### src/rtl/keyMatrixPkg.sv
package keyMatrixPkg;
  typedef struct packed {
    logic capture;
    logic clearValid;
  } keyStrobes_t;
endpackage

### src/rtl/priorityEnc.sv
module priorityEnc #(
  parameter int N = 4,
  parameter int W = 3,
  parameter int OFFSET = 1
) (
  input  logic [N-1:0] lines,
  output logic [W-1:0] code,
  output logic         hit
);
  always_comb begin
    code = '0;
    hit  = 1'b0;
    for (int i = N - 1; i >= 0; i--) begin
      if (lines[i]) begin
        code = W'(i + OFFSET);
        hit  = 1'b1;
      end
    end
  end
endmodule

### src/rtl/keyCtrl.sv
module keyCtrl
  import keyMatrixPkg::*;
#(
  parameter int ADDR_W = 8,
  parameter logic [ADDR_W-1:0] DEV_ADDR = 8'h40
) (
  input  logic              clk,
  input  logic              rst_n,
  input  logic              anyKey,
  input  logic              rdEn,
  input  logic [ADDR_W-1:0] rdAddr,
  output keyStrobes_t       strobes,
  output logic              rdHit
);
  logic prevAny;

  always_ff @(posedge clk or negedge rst_n) begin
    if (!rst_n) prevAny <= 1'b0;
    else        prevAny <= anyKey;
  end

  assign rdHit              = rdEn && (rdAddr == DEV_ADDR);
  assign strobes.capture    = anyKey && !prevAny;
  assign strobes.clearValid = rdHit;
endmodule

### src/rtl/keyDatapath.sv
module keyDatapath
  import keyMatrixPkg::*;
#(
  parameter int CODE_W = 7
) (
  input  logic              clk,
  input  logic              rst_n,
  input  keyStrobes_t       strobes,
  input  logic [CODE_W-1:0] newCode,
  input  logic              rdHit,
  output logic [CODE_W:0]   rdData,
  output logic              irq
);
  logic [CODE_W-1:0] keyCode;
  logic              valid;

  always_ff @(posedge clk or negedge rst_n) begin
    if (!rst_n) begin
      keyCode <= '0;
      valid   <= 1'b0;
    end else if (strobes.capture) begin
      keyCode <= newCode;
      valid   <= 1'b1;
    end else if (strobes.clearValid) begin
      valid   <= 1'b0;
    end
  end

  assign rdData = rdHit ? {valid, keyCode} : '0;
  assign irq    = valid;

  // a load shows the encoded number with valid set on the next cycle
  p_capture_loads_r3: assert property (@(posedge clk) disable iff (!rst_n)
    strobes.capture |=> (valid && keyCode == $past(newCode)));

  // a read without a competing load drops valid and keeps the number
  p_read_clears_r7: assert property (@(posedge clk) disable iff (!rst_n)
    (strobes.clearValid && !strobes.capture) |=> (!valid && $stable(keyCode)));

  // without a load the stored number never moves
  p_code_held_r5: assert property (@(posedge clk) disable iff (!rst_n)
    !strobes.capture |=> $stable(keyCode));
endmodule

### src/rtl/keyMatrixLatch.sv
module keyMatrixLatch
  import keyMatrixPkg::*;
#(
  parameter int ROW_N = 4,
  parameter int COL_N = 16,
  parameter int ROW_W = $clog2(ROW_N + 1),
  parameter int COL_W = $clog2(COL_N),
  parameter int ADDR_W = 8,
  parameter logic [ADDR_W-1:0] DEV_ADDR = 8'h40
) (
  input  logic                   clk,
  input  logic                   rst_n,
  input  logic [ROW_N-1:0]       rowLines,
  input  logic [COL_N-1:0]       colLines,
  input  logic                   rdEn,
  input  logic [ADDR_W-1:0]      rdAddr,
  output logic [ROW_W+COL_W:0]   rdData,
  output logic                   irq
);
  localparam int CODE_W = ROW_W + COL_W;

  logic [ROW_W-1:0] rowCode;
  logic [COL_W-1:0] colCode;
  logic             rowHit;
  logic             colHit;
  logic             rdHit;
  keyStrobes_t      strobes;

  priorityEnc #(.N(ROW_N), .W(ROW_W), .OFFSET(1)) u_rowEnc (
    .lines(rowLines), .code(rowCode), .hit(rowHit)
  );

  priorityEnc #(.N(COL_N), .W(COL_W), .OFFSET(0)) u_colEnc (
    .lines(colLines), .code(colCode), .hit(colHit)
  );

  keyCtrl #(.ADDR_W(ADDR_W), .DEV_ADDR(DEV_ADDR)) u_ctrl (
    .clk(clk), .rst_n(rst_n), .anyKey(rowHit),
    .rdEn(rdEn), .rdAddr(rdAddr), .strobes(strobes), .rdHit(rdHit)
  );

  keyDatapath #(.CODE_W(CODE_W)) u_dp (
    .clk(clk), .rst_n(rst_n), .strobes(strobes),
    .newCode({rowCode, colCode}), .rdHit(rdHit),
    .rdData(rdData), .irq(irq)
  );

  logic unusedColHit;
  assign unusedColHit = colHit;

  // an unread key keeps the request up until a read at the device address
  p_irq_held_r10: assert property (@(posedge clk) disable iff (!rst_n)
    (irq && !(rdEn && rdAddr == DEV_ADDR)) |=> irq);
endmodule

### config.mk
export PLATFORM = sky130hd
export DESIGN_NAME = keyMatrixLatch
export DESIGN_NICKNAME = d
export VERILOG_FILES = /design/src/rtl/keyMatrixPkg.sv /design/src/rtl/priorityEnc.sv /design/src/rtl/keyCtrl.sv /design/src/rtl/keyDatapath.sv /design/src/rtl/keyMatrixLatch.sv
export SDC_FILE = /design/constraint.sdc
export NUM_CORES = 1
export LEC_CHECK = 0
export BUFFER_PORTS_ARGS = -buffer_cell sky130_fd_sc_hd__buf_2
export CORE_MARGIN = 5
export CORE_UTILIZATION = 40
export CTS_CLUSTER_DIAMETER = 60
export DETAILED_ROUTE_END_ITERATION = 10
export PLACE_DENSITY_LB_ADDON = 0.1
export SYNTH_ARGS = -nofsm -noshare
export SYNTH_HDL_FRONTEND = slang
export SYNTH_SLANG_ARGS = --single-unit
### constraint.sdc
create_clock -name clk -period 1.4 [get_ports clk]
set_input_delay 0.07 -clock clk [delete_from_list [all_inputs] [get_ports clk]]
set_output_delay 0.07 -clock clk [all_outputs]
set_load 0.03 [all_outputs]
Word-level counts from Yosys, hierarchy flattened
Index checks and enable logic that the tools add are counted.

Add/subtract/negate cells: 0. $mul: 0. Divide/modulo/power cells: 0. Magnitude comparators: 0. Eq/ne operators: 1. Shift operators: 0. Mux-type cells: 27. Bitwise logic cells: 0. Reduce and logical (&&, ||, !) cells: 4.

Operator list (count): 2-to-1 mux 4 bit (16); 2-to-1 mux 3 bit (4); equality test 8 x 7 -> 1 bit, second input constant (1); 2-to-1 mux 8 bit (1); 2-to-1 mux 1 bit (6); logical AND 1 bit (2); nonzero test 2 bit (1); zero test 1 bit (1).

Register bits: 9. Latch bits: 0. RAM bits: 0. ROM bits: 0. Output and inout bits: 9. Logic and storage cells: 35. Memories: 0.

Logic depth before layout (Yosys ltp)
Gate-level depths: netlist (run 1).

Depth in word-level cells: 16. Depth in mapped cells: 5. Gate-level depth less buffers: 5.

Cells and area by module
A second synthesis (run 1) with hierarchy kept.

Cell total of the unflattened synthesis: 72. Area, all modules: 659.4 µm².

Modules (own cells, without submodules): keyDatapath (times used 1, cells each 26, area each 379.1 µm²); priorityEnc (u_colEnc) (times used 1, cells each 33, area each 178.9 µm²); keyCtrl (times used 1, cells each 6, area each 58.8 µm²); priorityEnc (u_rowEnc) (times used 1, cells each 7, area each 42.5 µm²).

Worst setup path after synthesis (run 1)
Ideal clock, no wire load.

Path kind: input -> output. Start point: input rdAddr[5]. End point: output rdData[0]. Arrival time: 1.267 ns. Path slack: 0.063 ns. Stages: 3. Path buffers: 0. Cell sequence: or4b_4 nor4_4 and2_1.

Longest elaborated chain between the ends: 3.

Ends and longest elaborated chain: start, declared (RTL line keyMatrixLatch.sv:16) `input logic [ADDR_W-1:0] rdAddr,`; equality test 8 x 7 -> 1 bit (RTL line keyCtrl.sv:22) `assign rdHit = rdEn && (rdAddr == DEV_ADDR);`; logical AND 1 bit (RTL line keyCtrl.sv:22); 2-to-1 mux 8 bit (RTL line keyDatapath.sv:29) `assign rdData = rdHit ? {valid, keyCode} : '0;`; end, declared (RTL line keyMatrixLatch.sv:17) `output logic [ROW_W+COL_W:0] rdData,`.

Every way passes these cells.

Worst setup path after layout (run 1)
Same ends and word-level chain as after synthesis.

==> results.json, run 1 <==
{
  "fin_crit_ps": 1370,
  "post_synth_mux_area_share_pct": 3.77,
  "power_per_standard_cell_area_mw_per_mm2": 675,
  "detail_route.first_pass.iterations": 3,
  "nFillCells": 126,
  "synthesis.nets": 104,
  "unrepaired_setup_endpoints_after_global_routing": "yes",
  "total_grt_overflow": 0,
  "synth_adder_area_share_pct": 0,
  "dpl.cell_count": 130,
  "finish.net_count": 153,
  "final_common_cell": "sky130_fd_sc_hd__buf_2",
  "synth_area_leaders": "sky130_fd_sc_hd__dfrtp_1, sky130_fd_sc_hd__and2_1, sky130_fd_sc_hd__nor2_1",
  "max_cap_violations": 0,
  "vias": 691,
  "report.final.hold_viol_count": 0,
  "drt.antenna.violating_nets": 0,
  "worst_r2r_path_depth": 3,
  "viasPerCell": 5.04,
  "synth.yosys.seq_area_share_pct": 37.7,
  "syn_area_sq_um": 597,
  "worstHoldEndpoint": "u_dp.keyCode[5]$_DFFE_PN0P_",
  "status": "finished, final reports clean",
  "finalHoldWorstSlack_ps": 47.2,
  "leakagePower_uw": 0.000482,
  "max-vdd-ir-drop_mv": 0.424,
  "buffer_ports.inserted": 39,
  "layout_common_cells": "sky130_fd_sc_hd__buf_2, sky130_fd_sc_hd__nor2_1, sky130_fd_sc_hd__buf_6, sky130_fd_sc_hd__dfrtp_1",
  "layout-drive-gt1-share_pct": 47.1,
  "synth_xor_xnor_area_share_pct": 0,
  "gr-usage-all-layers_pct": 12.5,
  "hold-path-cell-count": 2,
  "area_growth_pct": 59.1,
  "slew_violations": 0,
  "insertedDiodeCount": 0,
  "netlist.area_leader.share_pct": 37.7,
  "compound_gate_portion_of_the_synthesized_area_pct": 23.7,
  "yosys_warnings": 0,
  "tritoncts": "yes",
  "fmaxAchievable_mhz": 730,
  "wl_per_cell_um": 10.8,
  "cts_inserted_buffers": 3,
  "fin_ws_ps": 30.9,
  "tightest_slew_ps": 367,
  "synth.largest_area_cell": "sky130_fd_sc_hd__dfrtp_1",
  "worstPathArrival_ps": 1300,
  "number_of_distinct_library_cells_after_synthesis": 21,
  "cts.clk_slew.worst_paths_ps": 60,
  "synth_top_family_by_area": "simple AND/OR/NAND/NOR gates",
  "path_class": "input pin to primary output",
  "synth-edff-count": 0,
  "cts_buffer_depth": 2,
  "hold_wc_startpoint": "rowLines[0]",
  "totalWireLength_mm": 1.47,
  "final-setup-viol-count": 0,
  "design.die.area_sq_mm": 0.00236,
  "pre_cts_ws_ps": -82.1,
  "critPathLaunchType": "input pin",
  "proportion_of_register_bits_with_asynchronous_set_or_reset_after_synthesis_pct": 100,
  "r2r_setup_slk_ps": 230,
  "worstSetupEndpointType": "primary output",
  "min-delay-path-class": "input pin to register",
  "synth-simple-area-share_pct": 31.0,
  "final-instance-count-excl-fill": 137,
  "max_transition_margin_pct": 75.3,
  "setup_tns_ps": 0,
  "sum_of_net_half_perimeters_after_detailed_placement_mm": 1.24,
  "gp_routability_congestion": 0.751,
  "antenna_violations_before_repair": 0,
  "syn-instance-count": 73,
  "maximum_number_of_pins_on_one_net_before_global_route_repair": 10,
  "coreArea_sq_mm": 0.00145,
  "worst_r2r_endpoint": "u_dp.keyCode[3]$_DFFE_PN0P_",
  "insertion_delay_ps": 250,
  "row_count": 14,
  "ios": 40,
  "die-height_um": 48.6,
  "synth_ff_type": "sky130_fd_sc_hd__dfrtp_1",
  "finalClockSkew_ps": 9.31,
  "worst-endpoint-required_ps": 1330,
  "drc_errors": 0,
  "number_of_global_route_vias_before_repair": 615,
  "grt_first_pass_wirelength_mm": 2.46,
  "initial_core_util_pct": 41.0,
  "final_min_period_over_clock_period_pct": 97.8,
  "cts-htree-levels": 1,
  "yosys_register_bits": 9,
  "syn-mean-instance-area_sq_um": 8.18,
  "drt_iter0_drc": 4,
  "fp.dieW_um": 48.6,
  "worst_r2r_startpoint": "u_ctrl.prevAny$_DFF_PN0_",
  "tritoncts_num_sinks": 9,
  "worst-path-max-fanout": 5,
  "clockRootBuffer": "sky130_fd_sc_hd__clkbuf_4"
}
==> worst max path at each step <==
stage,startpoint,slack (ps),endpoint
final,rdAddr[5],30,rdData[0]
after global routing,rdAddr[5],-30,rdData[0]
after CTS,rdAddr[5],10,rdData[2]
after detailed placement,rdAddr[5],-80,rdData[2]
after global placement,rdAddr[5],-70,rdData[1]
after floorplan,rdAddr[5],60,rdData[0]
==> area by class of cell <==
class / instances / area (sq um) / share of cell area (%)
inverters: 6 / 22.5 / 2.37
repair buffers: 44 / 289 / 30.4
flip-flops and latches: 9 / 225 / 23.7
well taps: 16 / 20.0 / 2.11
multi-input cells: 58 / 367 / 38.6
clock buffers: 4 / 26.3 / 2.77
==> logic make-up (layout without fill, tap and decap cells) <==
kind of cell	after synthesis	after routing
muxes	2	2
AOI/OAI and AO/OA	23	23
DFF	9	9
buffers and inverters	6	54
and+or+nand+nor	33	33
==> where the power goes <==
group / total, uW / internal, uW / switching, uW
sequential: 313 / 295 / 17.1
combinational: 139 / 72.3 / 66.5
clock: 190 / 109 / 80.5
==> flip-flops by register name (all words and copies together) (netlist names) <==
register,count
u_dp.irq,1
u_ctrl.prevAny,1
u_dp.keyCode,7
==> critical path, cell delays in order <==
cell                     delay, ps
sky130_fd_sc_hd__buf_6          90
sky130_fd_sc_hd__or4b_4        540
sky130_fd_sc_hd__nor4_4        160
sky130_fd_sc_hd__buf_4         180
sky130_fd_sc_hd__and2_1        140
sky130_fd_sc_hd__buf_6         130
==> what timing repair did <==
item / 4_1_cts / 5_1_grt
pin swaps: 1 / 3
resized for setup: 13 / 12
hold buffers: 1 / 0
gates cloned: 1 / 0
endpoints found under the setup margin: 8 / 8
hold endpoints to repair: 9 / 0
setup buffers: 0 / 1
==> synth_stat cells (all sizes together), types with 2 or more instances <==
master  instances
o21bai          2
o31ai           2
a31oi           2
dfrtp           9
a21oi           6
nor4            3
mux2            2
nand2b          2
and2            8
inv             6
nor2           12
nand2           5
o21ai           7
==> per-stage QoR <==
stage	area [sq um]	total power [uW]	utilization [%]
final	950	641	65.3
after global routing	950	690	65.3
after CTS	903	645	62.1
after detailed placement	827	451	56.9
after global placement	827	446	56.9
after floorplan	597	375	-
==> per-layer routing <==
layer / wire length, um / vias to the layer above / track usage, % / part of all wire [%]
met5: 0 / - / 0 / 0
met4: 14 / 0 / 2.69 / 0.95
met3: 144 / 2 / 4.91 / 9.8
met2: 712 / 30 / 19.8 / 48
met1: 602 / 303 / 16.0 / 41
li1: - / 356 / - / -
Note: power is estimated with default switching activity, not from simulation.
==> run 2, diff against run 1 <==
CORE_UTILIZATION = 41   (was 40)
SYNTH_HIERARCHICAL = 1   (was default)
==> run 2 against run 1 <==
Against the previous run: clock power is 5% higher; setup slack better by 93 ps; via count is 5.1% lower; non-clock buffer count stayed put; critical path type is now register to register.
==> results.json, run 2 <==
{
  "clockRootBuffer": "sky130_fd_sc_hd__clkbuf_4",
  "cts_buffer_depth": 2,
  "vias": 656,
  "report.power.total_uw": 665,
  "layout-drive-gt1-share_pct": 51.3,
  "max_transition_margin_pct": 64.3,
  "finalClockSkew_ps": 7.69,
  "cts_inserted_buffers": 3,
  "gp_routability_congestion": 0.668,
  "fmaxAchievable_mhz": 783,
  "gr-usage-all-layers_pct": 12.9,
  "fin_crit_ps": 1280,
  "postLayoutCoreUtil_pct": 61.0,
  "detail_route.first_pass.iterations": 4,
  "leakagePower_uw": 0.000479,
  "tritoncts": "yes",
  "worstSetupEndpointType": "register",
  "syn-mean-instance-area_sq_um": 9.20,
  "antenna_violations_before_repair": 0,
  "path_class": "register to register",
  "maximum_number_of_pins_on_one_net_before_global_route_repair": 10,
  "fp.dieW_um": 49.9,
  "insertedDiodeCount": 0,
  "total_grt_overflow": 0,
  "syn-instance-count": 71,
  "report.final.hold_viol_count": 0,
  "layout_common_cells": "sky130_fd_sc_hd__buf_2, sky130_fd_sc_hd__nor2_1, sky130_fd_sc_hd__dfrtp_1",
  "slew_violations": 0,
  "cts.clk_slew.worst_paths_ps": 60,
  "syn_area_sq_um": 653,
  "unrepaired_setup_endpoints_after_global_routing": "no",
  "cts-htree-levels": 1,
  "area_growth_pct": 40.6,
  "finish.net_count": 149,
  "max-vdd-ir-drop_mv": 0.374,
  "number_of_global_route_vias_before_repair": 609,
  "drc_errors": 0,
  "ios": 40,
  "power_per_standard_cell_area_mw_per_mm2": 724,
  "yosys_warnings": 6,
  "cts_setup_buffers": 0,
  "initial_core_util_pct": 43.4,
  "final-setup-viol-count": 0,
  "worst-path-max-fanout": 8,
  "drt_iter0_drc": 13,
  "insertion_delay_ps": 260,
  "worst-endpoint-required_ps": 1540,
  "viasPerCell": 4.93,
  "totalWireLength_mm": 1.52,
  "tightest_slew_ps": 533,
  "design.die.area_sq_mm": 0.00249,
  "grt_first_pass_wirelength_mm": 2.51,
  "register_with_the_most_flip_flops": "u_dp/keyCode",
  "worstPathArrival_ps": 1420,
  "min-delay-path-class": "input pin to register",
  "status": "finished, final reports clean",
  "die-height_um": 49.9,
  "drt.antenna.violating_nets": 0,
  "flip_flop_count_of_the_largest_register_all_copies_and_words_added": 7,
  "buffer_ports.inserted": 39,
  "final_min_period_over_clock_period_pct": 91.2,
  "critPathLaunchType": "register",
  "sum_of_net_half_perimeters_after_detailed_placement_mm": 1.30,
  "coreArea_sq_mm": 0.00151,
  "synthesis.nets": 102,
  "final_common_cell": "sky130_fd_sc_hd__buf_2",
  "tritoncts_num_sinks": 9,
  "row_count": 14,
  "nFillCells": 144,
  "max_cap_violations": 0,
  "wl_per_cell_um": 11.4
}
==> run 2: repair_timing <==
item | CTS | global route
endpoints found under the hold margin | 9 | 0
hold buffers | 1 | 0
setup endpoints to repair | 7 | 0
gates resized for setup | 1 | 0
==> run 2: worst paths after layout <==
| kind | endpoint | startpoint | slack, ps | cells after the start |
|---|---|---|---|---|
| setup / recovery | u_dp/keyCode[5]$_DFFE_PN0P_ | u_ctrl/prevAny$_DFF_PN0_ | 120 | 2 |
| hold / removal | u_ctrl/prevAny$_DFF_PN0_ | rowLines[0] | 130 | 4 |
| setup reg to reg | u_dp/keyCode[5]$_DFFE_PN0P_ | u_ctrl/prevAny$_DFF_PN0_ | 120 | 2 |
| hold reg to reg | u_dp/keyCode[5]$_DFFE_PN0P_ | u_dp/keyCode[5]$_DFFE_PN0P_ | 510 | 1 |
| max in group asynchronous | u_dp/keyCode[5]$_DFFE_PN0P_ | rst_n | 1030 | 2 |
| min in group asynchronous | u_dp/keyCode[1]$_DFFE_PN0P_ | rst_n | 190 | 2 |
==> run 2: stage by stage <==
step | instances | setup slack [ps] | hold WS [ps] | instance area [sq um] | TNS (ps)
global route | 133 | 69.7 | 136 | 918 | 0
detailed placement | 128 | -128 | -73.0 | 880 | -871
floorplan | 71 | 363 | -226 | 653 | 0
finish | 133 | 123 | 130 | 918 | 0
CTS | 133 | 120 | 129 | 918 | 0
global placement | 128 | -74.8 | -73.9 | 880 | -516
==> run 2: routing by layer <==
layer / share of wire, % / GRT usage [%] / vias up / wire [um]
li1: - / - / 338 / -
met1: 45 / 16.3 / 292 / 684
met2: 46 / 19.5 / 24 / 693
met3: 9.1 / 4.82 / 2 / 138
met4: 0.26 / 5.24 / 0 / 4
met5: 0 / 0 / - / 0
==> run 2: layout make-up <==
cell class                      count  area [sq um]  share of cell area (%)
Clock buffer                        4          26.3                    2.86
Inverter                            5          18.8                    2.04
Multi-Input combinational cell     55           393                    42.8
Tap cell                           16          20.0                    2.18
Timing Repair Buffer               44           235                    25.6
Sequential cell                     9           225                    24.5
==> run 2: where the power goes <==
group	internal (uW)	total, uW	switching [uW]
Sequential	291	307	15.8
Combinational	96.2	159	63.0
Clock	110	199	89.3
==> run 2: critical path, cell delays in order (launching register included) <==
cell,delay (ps)
sky130_fd_sc_hd__dfrtp_1,370
sky130_fd_sc_hd__nor2b_2,440
sky130_fd_sc_hd__mux2_4,340
==> run 3, diff against run 2 <==
ABC_AREA = 1   (was default)
CORE_UTILIZATION = 42   (was 41)
==> run 3 against run 2 <==
Against the previous run: register-to-register slack gained 270 ps; die area grew 3.2%; sequential cell count stayed put; first-iteration DRC count down 7.7%; non-clock buffer count is 2 lower.
==> results.json, run 3 <==
{
  "worst-path-max-fanout": 5,
  "layout_common_cells": "sky130_fd_sc_hd__nand2_1, sky130_fd_sc_hd__buf_2, sky130_fd_sc_hd__inv_1",
  "die-height_um": 50.7,
  "sequential_standard_cell_area_sq_um": 225,
  "antenna_violations_before_repair": 0,
  "wl_per_cell_um": 8.36,
  "drc_errors": 0,
  "leakagePower_uw": 0.000658,
  "tritoncts": "yes",
  "cts_setup_buffers": 0,
  "max_cap_violations": 0,
  "critical-path-max-stage-delay_ps": 360,
  "fin_crit_ps": 1010,
  "gp_routability_congestion": 0.714,
  "flip_flop_count_of_the_largest_register_all_copies_and_words_added": 7,
  "critPathLaunchType": "register",
  "timing.critical_path.mode_cell": "sky130_fd_sc_hd__nand2_1",
  "report.power.total_uw": 635,
  "syn_area_sq_um": 696,
  "insertion_delay_ps": 260,
  "power_per_standard_cell_area_mw_per_mm2": 677,
  "final_common_cell": "sky130_fd_sc_hd__nand2_1",
  "path_class": "register to register",
  "synthesis.nets": 154,
  "area_growth_pct": 34.9,
  "final-setup-viol-count": 0,
  "total_grt_overflow": 0,
  "tritoncts_num_sinks": 9,
  "syn-instance-count": 123,
  "vias": 795,
  "cts_inserted_buffers": 3,
  "clockRootBuffer": "sky130_fd_sc_hd__clkbuf_4",
  "dpl.cell_count": 177,
  "yosys_warnings": 6,
  "drt_iter0_drc": 12,
  "worstSetupEndpointType": "register",
  "finish.net_count": 198,
  "drt.antenna.violating_nets": 0,
  "slowest_stage": "sky130_fd_sc_hd__dfrtp_1",
  "worstPathArrival_ps": 1200,
  "initial_core_util_pct": 45.1,
  "unrepaired_setup_endpoints_after_global_routing": "no",
  "design.die.area_sq_mm": 0.00257,
  "max-vdd-ir-drop_mv": 0.368,
  "ios": 40,
  "final-instance-count-excl-fill": 182,
  "fp.dieW_um": 50.7,
  "tightest_slew_ps": 304,
  "maximum_number_of_pins_on_one_net_before_global_route_repair": 10,
  "detail_route.first_pass.iterations": 6,
  "totalWireLength_mm": 1.52,
  "gr-usage-all-layers_pct": 13.4,
  "layout-drive-gt1-share_pct": 32.5,
  "syn-mean-instance-area_sq_um": 5.66,
  "number_of_cells_upsized_or_downsized_after_cts": 0,
  "multi_input_comb_area_sq_um": 327,
  "cts-htree-levels": 1,
  "insertedDiodeCount": 0,
  "report.final.hold_viol_count": 0,
  "coreArea_sq_mm": 0.00154,
  "cts.clk_slew.worst_paths_ps": 60,
  "buffer_ports.inserted": 39,
  "min-delay-path-class": "input pin to register",
  "number_of_global_route_vias_before_repair": 706,
  "status": "finished, final reports clean",
  "cts_buffer_depth": 2,
  "grt_first_pass_wirelength_mm": 2.78,
  "worstPathCellList": "nor2_1, buf_4, nand2_1, nand2_1",
  "setup_tns_ps": 0,
  "worst-endpoint-required_ps": 1590,
  "finalClockSkew_ps": 6.32,
  "row_count": 14,
  "sum_of_net_half_perimeters_after_detailed_placement_mm": 1.31,
  "max_transition_margin_pct": 79.7,
  "final_min_period_over_clock_period_pct": 71.9,
  "nFillCells": 166,
  "viasPerCell": 4.37,
  "fmaxAchievable_mhz": 994,
  "register_with_the_most_flip_flops": "u_dp/keyCode",
  "slew_violations": 0
}
[run 3: final cells by class]
type                    instances  share of cell area, %
clock buffers                   4                   2.80
multi-input cells              79                   34.8
flip-flops and latches          9                   24.0
repair buffers                 42                   23.5
inverters                      32                   12.8
well taps                      16                   2.13
[run 3: through the flow]
stage	setup WS [ps]	util, %	instance area [sq um]	hold WS, ps
floorplan	479	-	696	-226
global placement	287	58.5	902	-74.0
detailed placement	272	58.5	902	-67.2
CTS	382	60.9	938	40.3
global route	298	60.9	938	57.0
finish	394	60.9	938	53.3
[run 3: power breakdown]
group | switching (uW) | total (uW) | leakage [uW] | internal, uW
Combinational | 75.5 | 141 | 0.000532 | 65.2
Sequential | 14.9 | 302 | 0.000110 | 287
Clock | 83.3 | 193 | 0.0000150 | 109
[run 3: layer usage]
metal,vias to the layer above,track usage [%],wire length [um]
met2,34,21.9,665
met5,-,0,0
met1,316,16.8,686
li1,441,-,-
met3,4,3.55,151
met4,0,5.11,19
[run 3: repair_timing]
item,4_1_cts,5_1_grt
endpoints found under the setup margin,0,0
hold buffers,1,0
hold endpoints to repair,9,0
[run 3: worst paths after layout]
check | start | cells past startpoint | to | slack [ps]
hold reg to reg | u_dp/keyCode[4]$_DFFE_PN0P_ | 2 | u_dp/keyCode[4]$_DFFE_PN0P_ | 470
max in group asynchronous | rst_n | 2 | u_dp/keyCode[0]$_DFFE_PN0P_ | 1030
min in group asynchronous | rst_n | 2 | u_dp/keyCode[5]$_DFFE_PN0P_ | 190
hold / removal | rowLines[3] | 3 | u_ctrl/prevAny$_DFF_PN0_ | 50
setup reg to reg | u_ctrl/prevAny$_DFF_PN0_ | 4 | u_dp/keyCode[1]$_DFFE_PN0P_ | 390
setup / recovery | u_ctrl/prevAny$_DFF_PN0_ | 4 | u_dp/keyCode[1]$_DFFE_PN0P_ | 390
[run 3: worst max-delay path, delay by kind of cell, from the launching register on]
kind / cells / cell delay (ps)
AND/OR/NAND/NOR: 3 / 380
flip-flops: 1 / 360
buffers and inverters: 1 / 190
